**config.mk**
```make
export PLATFORM = sky130hd
export DESIGN_NAME = eeprom_burst_reader
export DESIGN_NICKNAME = d
export VERILOG_FILES = /design/src/rtl/ebr_pkg.sv /design/src/rtl/ebr_ctrl.sv /design/src/rtl/ebr_datapath.sv /design/src/rtl/eeprom_burst_reader.sv
export SDC_FILE = /design/constraint.sdc
export NUM_CORES = 1
export LEC_CHECK = 0
export CORE_UTILIZATION = 55
export DETAILED_ROUTE_END_ITERATION = 10
export PLACE_DENSITY = 0.89
export SETUP_SLACK_MARGIN = 0.4
export SLEW_MARGIN = 10
export SYNTH_ARGS = -nofsm -noshare
export SYNTH_HDL_FRONTEND = slang
export SYNTH_SLANG_ARGS = --single-unit
```
**constraint.sdc**
```tcl
create_clock -name clk -period 2.93 [get_ports clk]
set_clock_uncertainty 0.2 [all_clocks]
set_input_delay 0.586 -clock clk [delete_from_list [all_inputs] [get_ports clk]]
set_output_delay 0.586 -clock clk [all_outputs]
set_load 0.005 [all_outputs]
```
**src/rtl/ebr_pkg.sv**
```systemverilog
package ebr_pkg;
  localparam int ADDR_W   = 24;
  localparam int HDR_BITS = 8 + ADDR_W;
  localparam logic [7:0] READ_OP = 8'h03;

  typedef struct packed {
    logic load;       // capture command and address into the out-shifter
    logic shiftOut;   // advance MOSI on a falling serial clock
    logic sampleIn;   // take MISO on a rising serial clock
    logic byteLast;   // current bit is the eighth bit of a data byte
    logic dataPhase;  // header already sent
  } ebrStrobe_t;
endpackage

```
**src/rtl/ebr_ctrl.sv**
```systemverilog
module ebr_ctrl
  import ebr_pkg::*;
#(
  parameter int CLK_DIV = 4,
  parameter int CNT_W   = 16
) (
  input  logic             clk,
  input  logic             rstN,
  input  logic             start,
  input  logic [CNT_W-1:0] count,
  output ebrStrobe_t       strb,
  output logic             sck,
  output logic             csN,
  output logic             busy,
  output logic             done
);
  localparam int HALF  = CLK_DIV / 2;
  localparam int PH_W  = $clog2(HALF) + 1;
  localparam int GAP_W = $clog2(CLK_DIV) + 1;
  localparam int BIT_W = CNT_W + 4;

  typedef enum logic [1:0] {ST_IDLE, ST_XFER, ST_GAP} ctrlState_t;

  ctrlState_t       state;
  logic [PH_W-1:0]  phaseCnt;
  logic [GAP_W-1:0] gapCnt;
  logic [BIT_W-1:0] bitCnt;
  logic [BIT_W-1:0] lastBit;

  logic phaseEnd, riseNow, fallNow, lastBitNow, headerDone;

  always_comb begin
    phaseEnd   = (phaseCnt == PH_W'(HALF - 1));
    riseNow    = (state == ST_XFER) && phaseEnd && !sck;
    fallNow    = (state == ST_XFER) && phaseEnd && sck;
    lastBitNow = (bitCnt == lastBit);
    headerDone = (bitCnt >= BIT_W'(HDR_BITS));
    strb.load      = (state == ST_IDLE) && start && (count != '0);
    strb.shiftOut  = fallNow && !lastBitNow;
    strb.sampleIn  = riseNow;
    strb.byteLast  = headerDone && (bitCnt[2:0] == 3'd7);
    strb.dataPhase = (state == ST_XFER) && headerDone;
    busy = (state != ST_IDLE);
  end

  always_ff @(posedge clk) begin
    if (!rstN) begin
      state    <= ST_IDLE;
      phaseCnt <= '0;
      gapCnt   <= '0;
      bitCnt   <= '0;
      lastBit  <= '0;
      sck      <= 1'b0;
      csN      <= 1'b1;
      done     <= 1'b0;
    end else begin
      done <= 1'b0;
      case (state)
        ST_IDLE: begin
          if (start) begin
            if (count == '0) begin
              done <= 1'b1;
            end else begin
              state    <= ST_XFER;
              csN      <= 1'b0;
              sck      <= 1'b0;
              phaseCnt <= '0;
              bitCnt   <= '0;
              lastBit  <= BIT_W'(HDR_BITS - 1) + {1'b0, count, 3'b000};
            end
          end
        end
        ST_XFER: begin
          if (phaseEnd) begin
            phaseCnt <= '0;
            if (!sck) begin
              sck <= 1'b1;
            end else begin
              sck <= 1'b0;
              if (lastBitNow) begin
                state  <= ST_GAP;
                csN    <= 1'b1;
                gapCnt <= '0;
              end else begin
                bitCnt <= bitCnt + 1'b1;
              end
            end
          end else begin
            phaseCnt <= phaseCnt + 1'b1;
          end
        end
        default: begin
          if (gapCnt == GAP_W'(CLK_DIV - 1)) begin
            state <= ST_IDLE;
            done  <= 1'b1;
          end else begin
            gapCnt <= gapCnt + 1'b1;
          end
        end
      endcase
    end
  end

  a_r5_sck_idle_low: assert property (@(posedge clk) disable iff (!rstN)
    !busy |-> !sck);
  a_r7_cs_covers_sck: assert property (@(posedge clk) disable iff (!rstN)
    sck |-> !csN);
  a_r7_busy_drop_with_done: assert property (@(posedge clk) disable iff (!rstN)
    $fell(busy) |-> done);
  a_r2_start_opens: assert property (@(posedge clk) disable iff (!rstN)
    (start && !busy && count != '0) |=> (!csN && busy));
  a_r9_zero_count: assert property (@(posedge clk) disable iff (!rstN)
    (start && !busy && count == '0) |=> (done && csN && !busy));
  a_r10_done_when_idle: assert property (@(posedge clk) disable iff (!rstN)
    done |-> !busy);
endmodule

```
**src/rtl/ebr_datapath.sv**
```systemverilog
module ebr_datapath
  import ebr_pkg::*;
(
  input  logic              clk,
  input  logic              rstN,
  input  ebrStrobe_t        strb,
  input  logic [ADDR_W-1:0] startAddr,
  input  logic              miso,
  output logic              mosi,
  output logic [7:0]        dataOut,
  output logic              dataValid
);
  logic [HDR_BITS-1:0] shOut;
  logic [7:0]          shIn;

  assign mosi = shOut[HDR_BITS-1];

  always_ff @(posedge clk) begin
    if (!rstN) begin
      shOut     <= '0;
      shIn      <= '0;
      dataOut   <= '0;
      dataValid <= 1'b0;
    end else begin
      dataValid <= 1'b0;
      if (strb.load)
        shOut <= {READ_OP, startAddr};
      else if (strb.shiftOut)
        shOut <= {shOut[HDR_BITS-2:0], 1'b0};
      if (strb.sampleIn) begin
        shIn <= {shIn[6:0], miso};
        if (strb.byteLast) begin
          dataOut   <= {shIn[6:0], miso};
          dataValid <= 1'b1;
        end
      end
    end
  end

  a_r4_mosi_zero_in_data: assert property (@(posedge clk) disable iff (!rstN)
    strb.dataPhase |-> !mosi);
  a_r6_valid_single: assert property (@(posedge clk) disable iff (!rstN)
    dataValid |=> !dataValid);
  a_r5_mosi_moves_on_fall: assert property (@(posedge clk) disable iff (!rstN)
    (!strb.shiftOut && !strb.load) |=> $stable(mosi));
endmodule

```
**src/rtl/eeprom_burst_reader.sv**
```systemverilog
module eeprom_burst_reader
  import ebr_pkg::*;
#(
  parameter int CLK_DIV = 4,
  parameter int CNT_W   = 16
) (
  input  logic              clk,
  input  logic              rstN,
  input  logic              start,
  input  logic [ADDR_W-1:0] startAddr,
  input  logic [CNT_W-1:0]  byteCount,
  output logic              busy,
  output logic              done,
  output logic [7:0]        rdData,
  output logic              rdValid,
  output logic              spiSck,
  output logic              spiMosi,
  input  logic              spiMiso,
  output logic              spiCsN
);
  ebrStrobe_t strb;

  ebr_ctrl #(.CLK_DIV(CLK_DIV), .CNT_W(CNT_W)) uCtrl (
    .clk(clk), .rstN(rstN), .start(start), .count(byteCount),
    .strb(strb), .sck(spiSck), .csN(spiCsN), .busy(busy), .done(done)
  );

  ebr_datapath uDp (
    .clk(clk), .rstN(rstN), .strb(strb), .startAddr(startAddr),
    .miso(spiMiso), .mosi(spiMosi), .dataOut(rdData), .dataValid(rdValid)
  );
endmodule

```
=== Word level (Yosys, flattened, before mapping) ===
Index checks and enable logic that the tools add are counted.
W data, S select, Z words.

* Flip-flop bits (word level): 98
* Output and inout port bits: 14

* $add $sub $neg: 4
* Order comparisons: 1
* Eq/ne operators: 12
* Mux-type cells: 38
* Bitwise gates (word level): 3
* Reduce and logical (&&, ||, !) cells: 26

{| class="wikitable"
|+ Operator list
! operator !! number
|-
| $mux W20 || 5
|-
| $mux W26 || 2
|-
| $pmux W20 S2 || 1
|-
| $add A20 B1 Y20 const B || 1
|-
| $add A5 B19 Y20 const A || 1
|-
| $eq A20 B20 Y1 || 1
|-
| $ge A20 B6 Y1 const B || 1
|-
| $mux W2 || 9
|-
| $reduce_and A6 Y1 || 3
|-
| $logic_not A16 Y1 || 1
|-
| $reduce_bool A16 Y1 || 1
|-
| $mux W3 || 4
|-
| $mux W1 || 11
|-
| $ne A2 B1 Y1 const B || 4
|-
| $pmux W2 S2 || 2
|-
| $logic_and A1 B1 Y1 || 7
|-
| $ne A2 B2 Y1 const B || 3
|-
| $pmux W1 S2 || 3
|-
| $pmux W3 S2 || 1
|-
| $reduce_and A3 Y1 || 2
|-
| $reduce_bool A2 Y1 || 3
|-
| $reduce_and A5 Y1 || 1
|-
| $eq A2 B1 Y1 const B || 2
|-
| $reduce_and A2 Y1 || 2
|-
| 10 further kinds || 13
|}

=== Logic depth before layout (Yosys ltp) ===
* Depth after elaboration: 6
* Mapped depth: 10
* Mapped depth without buffers: 8

=== Modules after synthesis ===
Synthesis repeated with hierarchy kept, for this count alone.

* Cell total of the unflattened synthesis: 515
* Area, all modules: 4,687.0 µm²

{| class="wikitable"
|+ Modules (own cells, without submodules)
! module !! times used !! cells each !! area an instance (µm²) !! seq. area each (µm²)
|-
| ebr_ctrl || 1 || 320 || 2,620.0 || 960.9
|-
| ebr_datapath || 1 || 195 || 2,067.0 || 960.9
|}

=== Worst setup path before layout ===
Ideal clock, no wire load.

* Kind: input -> register
* From: input byteCount[0]
* To: register uCtrl.bitCnt[14]
* Library setup time: 0.071 ns
* Arrival time: 2.288 ns
* Data required time: 2.659 ns
* Path slack: 0.371 ns
* Cell stages on the path: 10
* Path buffers: 2
* Path through: inv_1 -> ha_1 -> nor4b_1 -> a41oi_2 -> a21boi_0 -> a211o_1 -> buf_2 -> buf_2 -> o21ai_0 -> a21oi_1

* Cells in the longest elaborated chain, start to end: 3

{| class="wikitable"
|+ Ends and longest elaborated chain
! what !! RTL line !! text
|-
| start, declared || eeprom_burst_reader.sv:11 || <nowiki>input logic [CNT_W-1:0] byteCount,</nowiki>
|-
| $logic_not A16 Y1 || ebr_ctrl.sv:61 || <nowiki>if (count == '0) begin</nowiki>
|-
| $ne A2 B2 Y1 (no line) || -- ||
|-
| $reduce_and A6 Y1 (no line) || -- ||
|-
| end signal, assigned || ebr_ctrl.sv:85 || <nowiki>bitCnt <= bitCnt + 1'b1;</nowiki>
|-
| end, declared || ebr_ctrl.sv:27 || <nowiki>logic [BIT_W-1:0] bitCnt;</nowiki>
|}

Every way passes these cells.
A chain may end at the register's enable or synchronous reset.

=== Worst setup path in the final report ===
* From: register uCtrl.bitCnt[1]
* To: register uCtrl.bitCnt[3]

* Cells in the longest elaborated chain, start to end: 5
* Elaborated cells on any way between the ends: 8

{| class="wikitable"
|+ Ends and longest elaborated chain
! what !! RTL line !! text
|-
| $add A20 B1 Y20 || ebr_ctrl.sv:85 ||
|-
| $mux W20 || ebr_ctrl.sv:80 || <nowiki>if (lastBitNow) begin</nowiki>
|-
| $mux W20 || ebr_ctrl.sv:76 || <nowiki>if (!sck) begin</nowiki>
|-
| $mux W20 || ebr_ctrl.sv:74 || <nowiki>if (phaseEnd) begin</nowiki>
|-
| $pmux W20 S2 || ebr_ctrl.sv:58 || <nowiki>case (state)</nowiki>
|}

Several ways; a longest one is shown, not always the timed one. The select of a mux whose other input is x is not followed.

==> metrics.txt <==
max-cap violations=0; final-layout setup total negative slack=0 ps; area delta synth->final=31.7%; sequential-to-total area share from yosys stat=44.3%; Hold WC Path Type=flip-flop to flip-flop; total global-route track usage=27.8%; PnR worst setup slack=343 ps; Synth Instances=493; placed instance count=658; type of the worst setup path=flip-flop to flip-flop; crit path DAT=2700 ps; number of synthesis warnings=0; detailed-route wire length=12800 um; detailed-route via count=4303; mapped cell area=0.00434 mm^2; initial standard-cell utilization of the core=56.5%; count of input and output buffers=57; Slowest cell on crit path=sky130_fd_sc_hd__nor4_1; largest cells by area after synthesis=sky130_fd_sc_hd__dfxtp_1, sky130_fd_sc_hd__nor2_1, sky130_fd_sc_hd__mux2i_1; switching power as a share of total power=29.0%; Power per Cell Area=471 mW/mm^2; combined area of the multi-input logic cells=0.00233 mm^2; share of total power in sequential cells=52.0%; largest incremental delay on the critical path=500 ps; cts hold-fix bufs=0; count of buffering cells on the critical path with inverters included=2; Finished Layout Cells=684; via count normalized by instance count=6.29; floorplan die area=0.00826 mm^2; largest vdd supply drop=0.000396 V; maximum number of pins on one net before global-route repair=37; Max Fclk=0.387 GHz; Tmin final=2590 ps; Post-Synthesis Mean Instance Area=8.81 um^2; core footprint=0.00769 mm^2; worst setup timing slack at the placement stage=-200 ps; chip width=90.9 um; flip-flop and latch area=0.00192 mm^2; initial antenna violation count=0; boundary pin count=58; Cell Int Power=0.00191 W; Antenna Nets Post-Route=0; clock tree from TritonCTS=done; final hold violation count=0; Chip Height=90.9 um; Finish-stage setup viols=0; #FFs+latches synth=96; Gate power share=16.7%; via count of the first global-routing pass=3895; status=finished, final reports clean; root buffer cell=sky130_fd_sc_hd__clkbuf_8; NetSw=0.000781 W; cell taking the most area after synthesis=sky130_fd_sc_hd__dfxtp_1; Period Utilization, post-route=88.3%; clock slew seen by the registers of the worst setup and hold paths=100 ps; critical path cell sequence=nor4_1, o2111ai_1, nor3_2, a211o_4, buf_6, clkbuf_4, o21ai_0, a21oi_1; Filler cells=480; cell family with most CP delay=simple AND/OR/NAND/NOR gates; clock group share of total power=31.4%; average routed wire per standard cell=18.7 um; maximum fanout count along the critical path=10; slew at the pin closest to its max-slew limit=584 ps; number of design rule violations left after detail routing=0; Max-Slew Margin vs Limit=60.9%; share of flip-flops with an asynchronous set or reset=0%; global-route wire length before repair=18400 um; worst-case clock buffer depth=2; H-tree depth reported by CTS=3; setup repair after global routing missed its margin=yes; final layout net count=628; LEAKAGE=2.27 nW; Initial DRT Pass Iterations=6; cts bufs inserted=9; required time at the worst-slack endpoint=3040 ps; number of flops mapped to enable cells by yosys=0; startpoint class of the critical path=flip-flop; number of antenna diodes=0; number of rows in the core area=32; count of cell types in the netlist=48; Clock Sink Count=96; area share of the leading cell type in the synthesized netlist=44.3%; routability-driven placement congestion ratio=0.855; synthesized net count=544; crit end category=flip-flop; detailed router's first-iteration violation count=465; worst skew pair latency=390 ps; number of slew-limit violations in the final report=0; GR Overflow Total=0; Synth Flop Type=sky130_fd_sc_hd__dfxtp_1; fraction of layout instances using a drive strength above 1=16.3%; post-detailed-placement half-perimeter wirelength=7480 um; total design power=0.00269 W
-- metal layers --
layer / GRT usage (%) / up-vias / wire, um
met5: 0 / - / 0
met4: 13.4 / 0 / 643
met3: 4.55 / 75 / 1160
met2: 47.2 / 259 / 6130
met1: 34.3 / 2022 / 4840
li1: - / 1947 / -
-- worst paths after layout --
kind	start	depth (start not counted)	slack, ps	end
worst min-delay path	uDp.shOut[23]	2	290	uDp.shOut[23]
worst max register to register	uCtrl.bitCnt[1]	8	340	uCtrl.bitCnt[3]
worst min register to register	uDp.shOut[23]	2	290	uDp.shOut[23]
worst max-delay path	uCtrl.bitCnt[1]	8	340	uCtrl.bitCnt[3]
-- cell type report --
class                           instances  area share (%)
Sequential cell                        96            33.7
Clock inverter                          7            1.09
Tap cell                              102            2.23
Clock buffer                            9            2.17
Multi-Input combinational cell        340            40.8
Timing Repair Buffer                  102            18.2
Inverter                               28            1.84
-- what timing repair did --
item | in CTS | in global routing
gates resized for setup | 12 | 45
buffers inserted | 2 | 3
setup endpoints to repair | 61 | 48
cloned | 2 | 3
pin swaps | 5 | 13
-- state kept, by name, indices dropped and copies added, names as in the netlist --
register and flops:
uCtrl.lastBit 18, uDp.shOut 32, uDp.shIn 7, uCtrl.gapCnt 3
uCtrl.sck 1, uDp.dataValid 1, uCtrl.state 2, uDp.dataOut 8
uCtrl.csN 1, uCtrl.done 1, uCtrl.phaseCnt 2, uCtrl.bitCnt 20
-- tightest hold or removal path, stage by stage (launching register included) --
cell and delay [ps]:
sky130_fd_sc_hd__dfxtp_1 310, sky130_fd_sc_hd__inv_1 70, sky130_fd_sc_hd__a221oi_2 60
-- metrics by stage --
step                hold slack, ps  instance area (um^2)  utilization, %
global route                   312                  5720            74.4
global placement               252                  5220            67.9
floorplan                      240                  4370               -
CTS                            283                  5460            71.1
finish                         287                  5720            74.4
detailed placement             264                  5220            67.9
-- power by group through the flow --
stage                     Sequential (W)  Clock [W]  Combinational (W)
after global placement           0.00142          0           0.000340
after CTS                        0.00139   0.000841           0.000378
after global routing             0.00140   0.000890           0.000480
after detailed placement         0.00142          0           0.000355
after floorplan                  0.00141          0           0.000202
final                            0.00140   0.000845           0.000449
-- synth_stat cells, types with 7 or more instances --
cell	instances
sky130_fd_sc_hd__a211oi_1	16
sky130_fd_sc_hd__a21oi_1	21
sky130_fd_sc_hd__a221oi_1	11
sky130_fd_sc_hd__a222oi_1	13
sky130_fd_sc_hd__clkbuf_1	15
sky130_fd_sc_hd__dfxtp_1	96
sky130_fd_sc_hd__ha_1	7
sky130_fd_sc_hd__inv_1	28
sky130_fd_sc_hd__mux2i_1	23
sky130_fd_sc_hd__nand2_1	21
sky130_fd_sc_hd__nand3_1	15
sky130_fd_sc_hd__nand4_1	11
sky130_fd_sc_hd__nor2_1	73
sky130_fd_sc_hd__nor3_1	8
sky130_fd_sc_hd__nor4_1	7
sky130_fd_sc_hd__o21ai_0	29
sky130_fd_sc_hd__or3_1	14
sky130_fd_sc_hd__xnor2_1	22
sky130_fd_sc_hd__xor2_1	9
-- logic make-up (layout without fill, tap and decap cells) --
group	count (synthesis)	after routing	share of synthesized area, %
muxes	23	23	5.30
xor gates and xnor gates	31	31	6.25
and+or+nand+nor	174	174	19.9
buffers and inverters	57	146	5.53
adders and majority gates	7	7	2.02
AOI/OAI and AO/OA	105	105	16.8
DFF	96	96	44.3
-- cell usage in the layout (no fill, tap or decap), drive strengths merged, types with 3 or more instances in the layout --
cell	n
xor2	9
nand3	15
ha	7
a221oi	11
and2	3
o21ai	29
nor2	73
nand4	12
inv	32
dfxtp	96
dlymetal6s2s	14
xnor2	22
clkbuf	12
nor4	7
nand2	21
or3	15
clkinv	3
clkdlybuf4s50	41
mux2i	23
a211oi	16
buf	42
nor3	8
a222oi	13
a21oi	21
and3	7
and4	3
Note: power is estimated with default switching activity, not from simulation.
